[src/rtl/xw_pkg.sv]
package xw_pkg;

  localparam int XW_AW = 64;
  typedef logic [XW_AW-1:0] addr_t;

  typedef enum logic [2:0] {
    FS_RESERVED = 3'd0,
    FS_STANDBY  = 3'd1,
    FS_DISABLED = 3'd2,
    FS_ENABLED  = 3'd3,
    FS_BLOCKED  = 3'd4
  } fstate_e;

  typedef enum logic [1:0] {
    SCR_DENY = 2'd0,
    SCR_MSI  = 2'd1,
    SCR_WALK = 2'd2
  } screen_e;

  typedef enum logic [1:0] {
    W_IDLE = 2'd0,
    W_RGN  = 2'd1,
    W_SEG  = 2'd2,
    W_PG   = 2'd3
  } walk_st_e;

  // Extract an index field of width w starting at bit lsb.
  function automatic addr_t field(addr_t a, int lsb, int w);
    addr_t m;
    m = (addr_t'(1) << w) - addr_t'(1);
    return (a >> lsb) & m;
  endfunction

  // Address of a table entry: base plus index times eight bytes.
  function automatic addr_t entry_addr(addr_t base, addr_t idx);
    return base + (idx << 3);
  endfunction

  // Clear the low bits of a word below position lsb.
  function automatic addr_t clear_low(addr_t a, int lsb);
    return a & ~((addr_t'(1) << lsb) - addr_t'(1));
  endfunction

endpackage

[src/rtl/xw_screen.sv]
module xw_screen
  import xw_pkg::*;
#(
  parameter addr_t MSI_ADDR = 64'h0000_0000_FE00_0000
) (
  input  addr_t       addr,
  input  addr_t       base,
  input  addr_t       limit,
  input  logic [2:0]  fstate,
  input  logic        xlat_en,
  output logic        xlat_ok,
  output logic        in_window,
  output screen_e     verdict
);

  logic state_live;

  assign state_live = (fstate == FS_ENABLED) || (fstate == FS_BLOCKED);
  assign xlat_ok    = state_live && xlat_en;
  assign in_window  = (addr >= base) && (addr <= limit);

  always_comb begin
    if (!xlat_ok)              verdict = SCR_DENY;
    else if (addr == MSI_ADDR) verdict = SCR_MSI;
    else if (!in_window)       verdict = SCR_DENY;
    else                       verdict = SCR_WALK;
  end

endmodule

[src/rtl/xw_upper_entry.sv]
module xw_upper_entry
  import xw_pkg::*;
#(
  parameter logic [1:0] EXP_TYPE = 2'b11,
  parameter int         TYPE_LSB = 2,
  parameter int         BASE_LSB = 14
) (
  input  addr_t entry,
  output logic  usable,
  output addr_t next_base
);

  assign next_base = clear_low(entry, BASE_LSB);
  assign usable    = (entry[TYPE_LSB +: 2] == EXP_TYPE) && (next_base != '0);

endmodule

[src/rtl/xw_walker.sv]
module xw_walker
  import xw_pkg::*;
#(
  parameter int         RT_LSB       = 42,
  parameter int         SX_LSB       = 31,
  parameter int         PX_LSB       = 12,
  parameter int         UPIDX_W      = 11,
  parameter int         PXIDX_W      = 8,
  parameter int         TYPE_LSB     = 2,
  parameter logic [1:0] RGN_TYPE     = 2'b11,
  parameter logic [1:0] SEG_TYPE     = 2'b10,
  parameter int         RGN_BASE_LSB = 14,
  parameter int         SEG_BASE_LSB = 11,
  parameter int         PAGE_BITS    = 12,
  parameter int         PTE_INV_BIT  = 10
) (
  input  logic  clk,
  input  logic  rst_n,
  input  logic  start,
  input  addr_t start_addr,
  input  addr_t start_origin,
  output logic  busy,
  output logic  mem_rd_req,
  output addr_t mem_rd_addr,
  input  logic  mem_rd_ack,
  input  addr_t mem_rd_data,
  output logic  done,
  output logic  done_rw,
  output addr_t done_addr
);

  localparam int N_UPPER = 2;

  walk_st_e st_q;
  logic     rd_req_q;
  addr_t    rd_addr_q;
  addr_t    vaddr_q;

  logic [N_UPPER-1:0] up_ok;
  addr_t              up_base [N_UPPER];

  logic rgn_bad, seg_bad, pg_hit;
  logic pg_nonzero, pg_invalid;

  for (genvar g = 0; g < N_UPPER; g++) begin : g_upper
    localparam logic [1:0] ET = (g == 0) ? RGN_TYPE : SEG_TYPE;
    localparam int         BL = (g == 0) ? RGN_BASE_LSB : SEG_BASE_LSB;
    xw_upper_entry #(
      .EXP_TYPE (ET),
      .TYPE_LSB (TYPE_LSB),
      .BASE_LSB (BL)
    ) u_lvl (
      .entry     (mem_rd_data),
      .usable    (up_ok[g]),
      .next_base (up_base[g])
    );
  end

  assign pg_nonzero = (mem_rd_data != '0);
  assign pg_invalid = mem_rd_data[PTE_INV_BIT];

  // Named walk events
  assign rgn_bad = mem_rd_ack && (st_q == W_RGN) && !up_ok[0];
  assign seg_bad = mem_rd_ack && (st_q == W_SEG) && !up_ok[1];
  assign pg_hit  = mem_rd_ack && (st_q == W_PG);

  assign done      = rgn_bad || seg_bad || pg_hit;
  assign done_rw   = pg_hit && pg_nonzero && !pg_invalid;
  assign done_addr = (pg_hit && pg_nonzero) ? clear_low(mem_rd_data, PAGE_BITS) : '0;

  assign busy        = (st_q != W_IDLE);
  assign mem_rd_req  = rd_req_q;
  assign mem_rd_addr = rd_addr_q;

  always_ff @(posedge clk) begin
    if (!rst_n) begin
      st_q      <= W_IDLE;
      rd_req_q  <= 1'b0;
      rd_addr_q <= '0;
      vaddr_q   <= '0;
    end else begin
      rd_req_q <= 1'b0;
      case (st_q)
        W_IDLE: begin
          if (start) begin
            st_q      <= W_RGN;
            vaddr_q   <= start_addr;
            rd_req_q  <= 1'b1;
            rd_addr_q <= entry_addr(start_origin, field(start_addr, RT_LSB, UPIDX_W));
          end
        end
        W_RGN: begin
          if (mem_rd_ack) begin
            if (up_ok[0]) begin
              st_q      <= W_SEG;
              rd_req_q  <= 1'b1;
              rd_addr_q <= entry_addr(up_base[0], field(vaddr_q, SX_LSB, UPIDX_W));
            end else begin
              st_q <= W_IDLE;
            end
          end
        end
        W_SEG: begin
          if (mem_rd_ack) begin
            if (up_ok[1]) begin
              st_q      <= W_PG;
              rd_req_q  <= 1'b1;
              rd_addr_q <= entry_addr(up_base[1], field(vaddr_q, PX_LSB, PXIDX_W));
            end else begin
              st_q <= W_IDLE;
            end
          end
        end
        W_PG: begin
          if (mem_rd_ack) st_q <= W_IDLE;
        end
        default: st_q <= W_IDLE;
      endcase
    end
  end

  // a read request is a single-cycle pulse
  a_r9_read_pulse: assert property (@(posedge clk) disable iff (!rst_n)
    mem_rd_req |=> !mem_rd_req);

  // every entry read is eight-byte aligned
  a_r5_aligned: assert property (@(posedge clk) disable iff (!rst_n)
    mem_rd_req |-> (mem_rd_addr[2:0] == 3'b000));

  // a bad region entry ends the walk with no further read
  a_r6_stop_region: assert property (@(posedge clk) disable iff (!rst_n)
    rgn_bad |=> (st_q == W_IDLE) && !mem_rd_req);

  // a usable region entry leads straight to a segment read
  a_r5_order: assert property (@(posedge clk) disable iff (!rst_n)
    (mem_rd_ack && (st_q == W_RGN) && up_ok[0]) |=> (st_q == W_SEG) && mem_rd_req);

endmodule

[src/rtl/dma_xlate_walker.sv]
module dma_xlate_walker
  import xw_pkg::*;
#(
  parameter addr_t MSI_ADDR     = 64'h0000_0000_FE00_0000,
  parameter addr_t ORG_FLAGS    = 64'h0000_0000_0000_000F,
  parameter int    RT_LSB       = 42,
  parameter int    SX_LSB       = 31,
  parameter int    PX_LSB       = 12,
  parameter int    UPIDX_W      = 11,
  parameter int    PXIDX_W      = 8,
  parameter int    PAGE_BITS    = 12,
  parameter int    PTE_INV_BIT  = 10
) (
  input  logic        clk,
  input  logic        rst_n,
  input  logic        req_valid,
  output logic        req_ready,
  input  logic [63:0] req_addr,
  input  logic [63:0] req_origin,
  input  logic [63:0] req_base,
  input  logic [63:0] req_limit,
  input  logic [2:0]  req_fstate,
  input  logic        req_xlat_en,
  output logic        mem_rd_req,
  output logic [63:0] mem_rd_addr,
  input  logic        mem_rd_ack,
  input  logic [63:0] mem_rd_data,
  output logic        rsp_valid,
  output logic        rsp_rw,
  output logic        rsp_msi,
  output logic [63:0] rsp_addr
);

  logic    accept;
  logic    xlat_ok, in_window;
  screen_e verdict;
  logic    walk_busy, walk_done, walk_rw;
  addr_t   walk_addr;
  addr_t   table_origin;

  assign req_ready    = !walk_busy && !rsp_valid;
  assign accept       = req_valid && req_ready;
  assign table_origin = req_origin & ~ORG_FLAGS;

  xw_screen #(.MSI_ADDR(MSI_ADDR)) u_screen (
    .addr      (req_addr),
    .base      (req_base),
    .limit     (req_limit),
    .fstate    (req_fstate),
    .xlat_en   (req_xlat_en),
    .xlat_ok   (xlat_ok),
    .in_window (in_window),
    .verdict   (verdict)
  );

  xw_walker #(
    .RT_LSB      (RT_LSB),
    .SX_LSB      (SX_LSB),
    .PX_LSB      (PX_LSB),
    .UPIDX_W     (UPIDX_W),
    .PXIDX_W     (PXIDX_W),
    .PAGE_BITS   (PAGE_BITS),
    .PTE_INV_BIT (PTE_INV_BIT)
  ) u_walker (
    .clk          (clk),
    .rst_n        (rst_n),
    .start        (accept && (verdict == SCR_WALK)),
    .start_addr   (req_addr),
    .start_origin (table_origin),
    .busy         (walk_busy),
    .mem_rd_req   (mem_rd_req),
    .mem_rd_addr  (mem_rd_addr),
    .mem_rd_ack   (mem_rd_ack),
    .mem_rd_data  (mem_rd_data),
    .done         (walk_done),
    .done_rw      (walk_rw),
    .done_addr    (walk_addr)
  );

  always_ff @(posedge clk) begin
    if (!rst_n) begin
      rsp_valid <= 1'b0;
      rsp_rw    <= 1'b0;
      rsp_msi   <= 1'b0;
      rsp_addr  <= '0;
    end else begin
      rsp_valid <= 1'b0;
      if (accept && (verdict != SCR_WALK)) begin
        rsp_valid <= 1'b1;
        rsp_rw    <= (verdict == SCR_MSI);
        rsp_msi   <= (verdict == SCR_MSI);
        rsp_addr  <= (verdict == SCR_MSI) ? req_addr : '0;
      end else if (walk_done) begin
        rsp_valid <= 1'b1;
        rsp_rw    <= walk_rw;
        rsp_msi   <= 1'b0;
        rsp_addr  <= walk_addr;
      end
    end
  end

  // a refused function gets an immediate denial and no read
  a_r1_gate: assert property (@(posedge clk) disable iff (!rst_n)
    (accept && !xlat_ok) |=> rsp_valid && !rsp_rw && !rsp_msi && !mem_rd_req);

  // the interrupt address bypasses the walk
  a_r2_msi: assert property (@(posedge clk) disable iff (!rst_n)
    (accept && xlat_ok && (req_addr == MSI_ADDR)) |=> rsp_valid && rsp_msi && rsp_rw && !mem_rd_req);

  // out-of-window addresses are refused without a read
  a_r3_window: assert property (@(posedge clk) disable iff (!rst_n)
    (accept && xlat_ok && (req_addr != MSI_ADDR) && !in_window) |=> rsp_valid && !rsp_rw && !mem_rd_req);

  // the response is a one-cycle pulse
  a_r10_pulse: assert property (@(posedge clk) disable iff (!rst_n)
    rsp_valid |=> !rsp_valid);

  // no request is taken while a walk is in progress
  a_r9_single: assert property (@(posedge clk) disable iff (!rst_n)
    mem_rd_req |-> !req_ready);

endmodule

[config.mk]
export PLATFORM = sky130hd
export DESIGN_NAME = dma_xlate_walker
export DESIGN_NICKNAME = d
export VERILOG_FILES = /design/src/rtl/xw_pkg.sv /design/src/rtl/xw_screen.sv /design/src/rtl/xw_upper_entry.sv /design/src/rtl/xw_walker.sv /design/src/rtl/dma_xlate_walker.sv
export SDC_FILE = /design/constraint.sdc
export NUM_CORES = 1
export LEC_CHECK = 0
export BUFFER_PORTS_ARGS = -buffer_cell sky130_fd_sc_hd__buf_2
export CAP_MARGIN = 30
export CORE_AREA = 2 2 179 181
export CTS_CLUSTER_SIZE = 10
export DETAILED_ROUTE_END_ITERATION = 10
export DIE_AREA = 0 0 181 183
export PLACE_DENSITY = 0.58
export SETUP_SLACK_MARGIN = 0.3
export SLEW_MARGIN = 30
export SYNTH_ARGS = -nofsm -noshare
export SYNTH_HDL_FRONTEND = slang
export SYNTH_SLANG_ARGS = --single-unit
[constraint.sdc]
create_clock -name clk -period 5.4 [get_ports clk]
set_clock_uncertainty 0.15 [all_clocks]
set_input_delay 0.27 -clock clk [delete_from_list [all_inputs] [get_ports clk]]
set_output_delay 0.27 -clock clk [all_outputs]
set_load 0.02 [all_outputs]
After elaboration in Yosys (flattened, before gate mapping)
Cells that the tools add are included.

Add/subtract/negate cells: 3. Eq/ne operators: 17. Reduce and logical (&&, ||, !) cells: 33. Multiplexer cells: 32. $lt $le $gt $ge: 2.

Operators by type and width (number): $mux W64 (9); $pmux W64 S3 (1); $reduce_bool A64 Y1 (3); $add A64 B14 Y64 (2); $add A64 B11 Y64 (1); $eq A64 B32 Y1 const B (1); $ge A64 B64 Y1 (1); $le A64 B64 Y1 (1); $mux W2 (9); $logic_and A1 B1 Y1 (15); $ne A2 B2 Y1 const B (6); $mux W1 (11); $eq A2 B2 Y1 const B (5); $pmux W2 S4 (1); $reduce_and A6 Y1 (1); $logic_not A1 Y1 (5); $eq A2 B1 Y1 const B (2); $reduce_and A4 Y1 (1); $reduce_bool A2 Y1 (2); $eq A3 B2 Y1 const B (1); $eq A3 B3 Y1 const B (1); $logic_or A1 B1 Y1 (3); $pmux W1 S3 (1); $reduce_bool A3 Y1 (1); other kinds (3) (3).

Output and inout bits: 133. Register bits: 176. Word-level logic and storage cells: 95.

Depth between registers and ports, before layout
Depth after elaboration: 9. Gate-level depth with buffers: 13. Depth with buffers taken out: 12.

Hierarchy
Synthesis repeated with hierarchy kept, for this count alone.

Cells, all modules: 2407. Area, all modules: 18121.1 um^2.

By module, submodules not included: xw_walker (instances 1, area an instance 9938.3 um^2, cells each 1363); dma_xlate_walker (instances 1, area an instance 3550.9 um^2, cells each 389); xw_screen (instances 1, area an instance 3392.0 um^2, cells each 487); xw_upper_entry at u_walker.g_upper[1].u_lvl (instances 1, area an instance 633.1 um^2, cells each 85); xw_upper_entry at u_walker.g_upper[0].u_lvl (instances 1, area an instance 606.8 um^2, cells each 83).

Worst setup path after synthesis
OpenSTA, ideal clock, no wires.

Path type: input to register. Start point: in req_addr[43]. End point: reg u_walker.rd_addr_q[46] (netlist: u_walker.mem_rd_addr[46]). Data arrival time: 2.675 ns. Path slack: 2.490 ns. Stages on the path: 13. Buffers on the path: 1. Cell sequence: ha_1 -> inv_1 -> fa_1 -> nand2b_1 -> a211oi_1 -> o31a_1 -> o21ai_0 -> clkbuf_1 -> nor4_1 -> nand3_1 -> xnor2_1 -> a22oi_1 -> a211oi_1.

Word-level cells in the longest chain between the ends: 9. Elaborated cells on any way between the ends: 14. Those cells by class: add/sub (1); order compare (2); eq/ne (3); mux (5); reduce/logical (3).

RTL lines: start: declaration (line dma_xlate_walker.sv:18) `input logic [63:0] req_addr,`; $ge A64 B64 Y1 / $le A64 B64 Y1 (equally long branches) (line xw_screen.sv:20) `assign in_window = (addr >= base) && (addr <= limit);`; $logic_and A1 B1 Y1 (line xw_screen.sv:20); $mux W2 (line xw_screen.sv:25) `else if (!in_window) verdict = SCR_DENY;`; $mux W2 (line xw_screen.sv:24) `else if (addr == MSI_ADDR) verdict = SCR_MSI;`; $mux W2 (line xw_screen.sv:23) `if (!xlat_ok) verdict = SCR_DENY;`; $eq A2 B2 Y1 (line dma_xlate_walker.sv:67) `.start (accept && (verdict == SCR_WALK)),`; $logic_and A1 B1 Y1 (line dma_xlate_walker.sv:67); $ne A2 B1 Y1 (no line); $reduce_and A6 Y1 (no line); end signal: assignment (line xw_walker.sv:89) `rd_addr_q <= entry_addr(start_origin, field(start_addr, RT_LSB, UPIDX_W));`; end signal: assignment (line xw_walker.sv:97) `rd_addr_q <= entry_addr(up_base[0], field(vaddr_q, SX_LSB, UPIDX_W));`; end signal: assignment (line xw_walker.sv:108) `rd_addr_q <= entry_addr(up_base[1], field(vaddr_q, PX_LSB, PXIDX_W));`; end: declaration (line xw_walker.sv:36) `addr_t rd_addr_q;`.

Several ways; a longest one is shown, not always the timed one. The select of a mux whose other input is x is not followed. A chain may end at the register's enable or synchronous reset.

Worst setup path in the final report
Start point: in req_addr[14]. End point: reg rsp_addr[40].

Word-level cells in the longest chain between the ends: 8. Elaborated cells on any way between the ends: 13. Those cells by class: order compare (2); eq/ne (3); mux (5); reduce/logical (3).

RTL lines: $ge A64 B64 Y1 / $le A64 B64 Y1 (equally long branches) (line xw_screen.sv:20); $logic_and A1 B1 Y1 (line xw_screen.sv:20); $mux W2 (line xw_screen.sv:25); $mux W2 (*) (line xw_screen.sv:24); $mux W2 (*) (line xw_screen.sv:23); $eq A2 B1 Y1 / $ne A2 B2 Y1 (equally long branches) (line dma_xlate_walker.sv:92, dma_xlate_walker.sv:88); $mux W64 / $logic_and A1 B1 Y1 (equally long branches) (line dma_xlate_walker.sv:92, dma_xlate_walker.sv:88); $mux W64 / $reduce_bool A2 Y1 (equally long branches); end signal: assignment (line dma_xlate_walker.sv:92) `rsp_addr <= (verdict == SCR_MSI) ? req_addr : '0;`; end signal: assignment (line dma_xlate_walker.sv:97) `rsp_addr <= walk_addr;`; end: declaration (line dma_xlate_walker.sv:31) `output logic [63:0] rsp_addr`.

Mark *: on every way between the ends. The rest lies on a longest branch, timed or not.

==> out/results.tsv <==
stage	metric	value	unit
die	fp.dieH	183	um
power	p_leak	7.45	nW
timing	hold_viol_final	0	
job	maxCapViolCount	0	
outcome	status	complete, no violations	
critical_path	ff2ff_path_depth	10	
clocking	clkSinkCount	150	
timing	drv_slew	0	
die	num_io_pins	461	
timing	grt_setup_unrepaired	false	
global_routing	track_usage	0.267	
route	first_pass_iters	5	
placement	post-dp-hpwl	36900	um
clocking	numCtsBuffers	17	
power	peakVddDrop	0.224	mV
critical_path	critical_path_class	primary input to flop	
global_routing	grt.overflow.total	0	
route	drt-initial-drc-count	727	
global_routing	grt_max_degree	67	
timing	layout_setup_ws	1.15	ns
critical_path	r2r_end	u_walker.mem_rd_addr[63]$_SDFFE_PN0P_	
clocking	cts_tree	yes	
layout	drive_gt1_frac	0.280	
die	die_area	33100	sq um
clocking	post_cts_resized	0	
layout	post-route-util	0.468	
critical_path	cp.required	5.62	ns
power	power_frac_comb	0.309	
logic_synthesis	ys_types	67	
worst_hold_path	holdCritPathClass	primary input to flop	
global_routing	antenna_found_initial	16	
logic_synthesis	async_flop_share	0	
placement	post-place-ws	1.05	ns
logic_synthesis	synthCells	1326	
logic_synthesis	ys.flop_type	dfxtp_1	
global_routing	first_global_vias	11655	
clocking	clk_latency	0.44	ns
clocking	clock_path_buffers	2	
critical_path	start_kind	primary input	
power	seqPwrFrac	0.340	
placement	io_buffers	453	
placement	globalplace.congestion	0.906	
critical_path	worstPathArrival	4.47	ns
die	start_util	0.347	
critical_path	end_kind	flop	
critical_path	path_max_fanout	41	
route	vias	11795	
die	rows	65	
layout	regArea	3000	sq um
worst_hold_path	min_from	mem_rd_data[27]	
logic_synthesis	synth_edf_count	0	
timing	fin_crit	4.25	ns
logic_synthesis	syn_area_per_cell	8.16	sq um
die	die_w	181	um
timing	fin_crit_sh	0.787	
route	drc_errors	0	
power	intPower	2.41	mW
power	p_per_area	249	nW/um^2
critical_path	reg2reg_slack	2.01	ns
logic_synthesis	synth_seq_area_share	0.277	
logic_synthesis	ys.warnings.count	0	
timing	worst_pin_slew	0.956	ns
layout	multi_input_area	7000	sq um
worst_hold_path	hold_end	rsp_addr[27]$_SDFFE_PN0P_	
worst_hold_path	holdPathStages	3	
die	core	31200	sq um
route	wl_per_cell	20.3	um
clocking	path_clk_slew	0.06	ns
layout	fill_cells	3211	
critical_path	r2r_start	u_walker.st_q[0]$_SDFFE_PN0P_	
timing	max_freq	0.235	GHz
logic_synthesis	syn_area	10800	sq um
clocking	cts_root_buffer	clkbuf_16	
timing	slew_headroom	0.361	
logic_synthesis	synth_seq_cells	150	
timing	finalSetupTns	0	ns
layout	finalNetCount	2274	
timing	finalSetupViolations	0	
route	via_per_inst	5.30	
route	ant_nets	0	
layout	syn2layout_area_growth	35.0	%
global_routing	grt_pass1_wl	67500	um
power	clkPwrFrac	0.351	
route	wl	45100	um
clocking	h-tree-depth	4	
power	p_sw	1.24	mW
power	switching_share	0.340	
registers in the layout (all words and copies together) (netlist names):
| name | cells |
|---|---|
| rsp_addr | 64 |
| rsp_msi | 1 |
| rsp_rw | 1 |
| rsp_valid | 1 |
| u_walker.mem_rd_addr | 61 |
| u_walker.mem_rd_req | 1 |
| u_walker.st_q | 2 |
| u_walker.vaddr_q | 19 |
cell usage in the layout, fill, tap and decap left out, types with 39 or more instances in the layout:
cell type,count
a22oi_1,39
inv_1,155
nor4_1,43
buf_2,453
nand2_1,94
dlygate4sd3_1,49
dfxtp_1,150
nand4_1,44
a22o_1,53
ha_1,144
nor2_1,104
a21oi_1,76
a211oi_1,43
area by class of cell:
| class | instances | area share |
|---|---|---|
| antenna | 10 | 0.00171 |
| clock buffer | 21 | 0.0308 |
| clock inverter | 11 | 0.0118 |
| inverter | 157 | 0.0404 |
| multi-input combinational | 961 | 0.479 |
| sequential | 150 | 0.205 |
| tap | 402 | 0.0344 |
| timing repair buffer | 514 | 0.197 |
per-stage QoR:
stage	std cells	instance area, sq um	power, mW	hold slack (ns)
final	2226	14600	3.65	0.0145
after global routing	2222	14600	3.83	0.00773
after CTS	2216	14600	3.67	0.00335
after detailed placement	2135	13500	2.36	0.288
after global placement	2135	13500	2.35	0.286
after floorplan	1328	10800	1.88	0.232
worst max path at each step:
stage,cells past startpoint,slack [ns],end,from
global route,13,0.92,rsp_addr[63]$_SDFFE_PN0P_,req_addr[14]
global placement,12,1.06,rsp_addr[39]$_SDFFE_PN0P_,req_addr[63]
finish,13,1.15,rsp_addr[40]$_SDFFE_PN0P_,req_addr[14]
floorplan,13,2.49,u_walker.mem_rd_addr[46]$_SDFFE_PN0P_,req_addr[43]
detailed placement,12,1.05,rsp_addr[44]$_SDFFE_PN0P_,req_addr[63]
CTS,13,1.18,rsp_addr[44]$_SDFFE_PN0P_,req_addr[14]
metal layers:
layer	GRT usage	routed length, um	up-vias
met2	0.484	22400	462
met4	0.0878	1180	14
met5	0	88	-
met1	0.308	18300	5444
li1	-	-	5794
met3	0.0661	3220	81
what timing repair did:
item	CTS	global route
setup buffers	0	0
endpoints found under the hold margin	55	0
hold buffers	49	0
logic make-up (layout without fill, tap and decap cells):
group,after synthesis,in the layout,synth area share
AND/OR/NAND/NOR,405,405,0.194
adder cells (fa/ha/maj),145,145,0.168
AO/OA/AOI/OAI,331,331,0.216
buffers and inverters,217,703,0.0791
XOR/XNOR,57,57,0.0461
multiplexers,20,20,0.0185
flip-flops,150,150,0.277
other,1,13,0.000346
critical path, cell delays in order:
cell and delay [ns]:
dlygate4sd3_1 0.53, buf_2 0.16, ha_1 0.33, a21oi_1 0.17, nand2_1 0.07, a221o_1 0.34
a211o_1 0.31, a22o_1 0.22, o21ai_1 0.35, a21oi_2 0.19, nor3_4 0.76, buf_4 0.50
a22o_1 0.22
Yosys cell counts, types with 3 or more instances:
| master | number | area (sq um) |
|---|---|---|
| inv_1 | 157 | 589 |
| mux2i_1 | 20 | 200 |
| clkbuf_1 | 34 | 128 |
| nand4b_1 | 3 | 26.3 |
| a21o_1 | 9 | 67.6 |
| a22o_1 | 53 | 464 |
| a21oi_1 | 76 | 380 |
| xor2_1 | 20 | 175 |
| nand4_1 | 44 | 275 |
| xnor2_1 | 37 | 324 |
| nand2b_1 | 7 | 43.8 |
| o211a_1 | 6 | 60.1 |
| nor3_1 | 15 | 75.1 |
| o211ai_1 | 8 | 60.1 |
| o21ai_0 | 38 | 190 |
| nor3b_1 | 4 | 30.0 |
| a211o_1 | 4 | 35.0 |
| a211oi_1 | 43 | 323 |
| and3_1 | 15 | 93.8 |
| a221o_1 | 4 | 40.0 |
| nor2b_1 | 4 | 25.0 |
| nor4_1 | 43 | 269 |
| a311oi_1 | 7 | 61.3 |
| nand3_1 | 31 | 155 |
| and2_1 | 16 | 100 |
| and4_1 | 8 | 70.1 |
| nand2_1 | 94 | 353 |
| o21a_1 | 5 | 37.5 |
| buf_4 | 4 | 30.0 |
| o2111ai_1 | 5 | 43.8 |
| ha_1 | 144 | 1800 |
| dfxtp_1 | 150 | 3000 |
| a221oi_1 | 13 | 114 |
| o21ai_1 | 3 | 15.0 |
| nor2_1 | 105 | 394 |
| buf_2 | 20 | 100 |
| a22oi_1 | 39 | 293 |
power groups by stage:
stage                     Sequential [mW]  Clock [mW]  Combinational, mW
final                                1.24        1.28               1.13
after global routing                 1.25        1.34               1.24
after CTS                            1.24        1.30               1.13
after detailed placement             1.26           0               1.10
after global placement               1.26           0               1.09
after floorplan                      1.37           0              0.516
No activity file was read; power rests on OpenSTA's default activity.
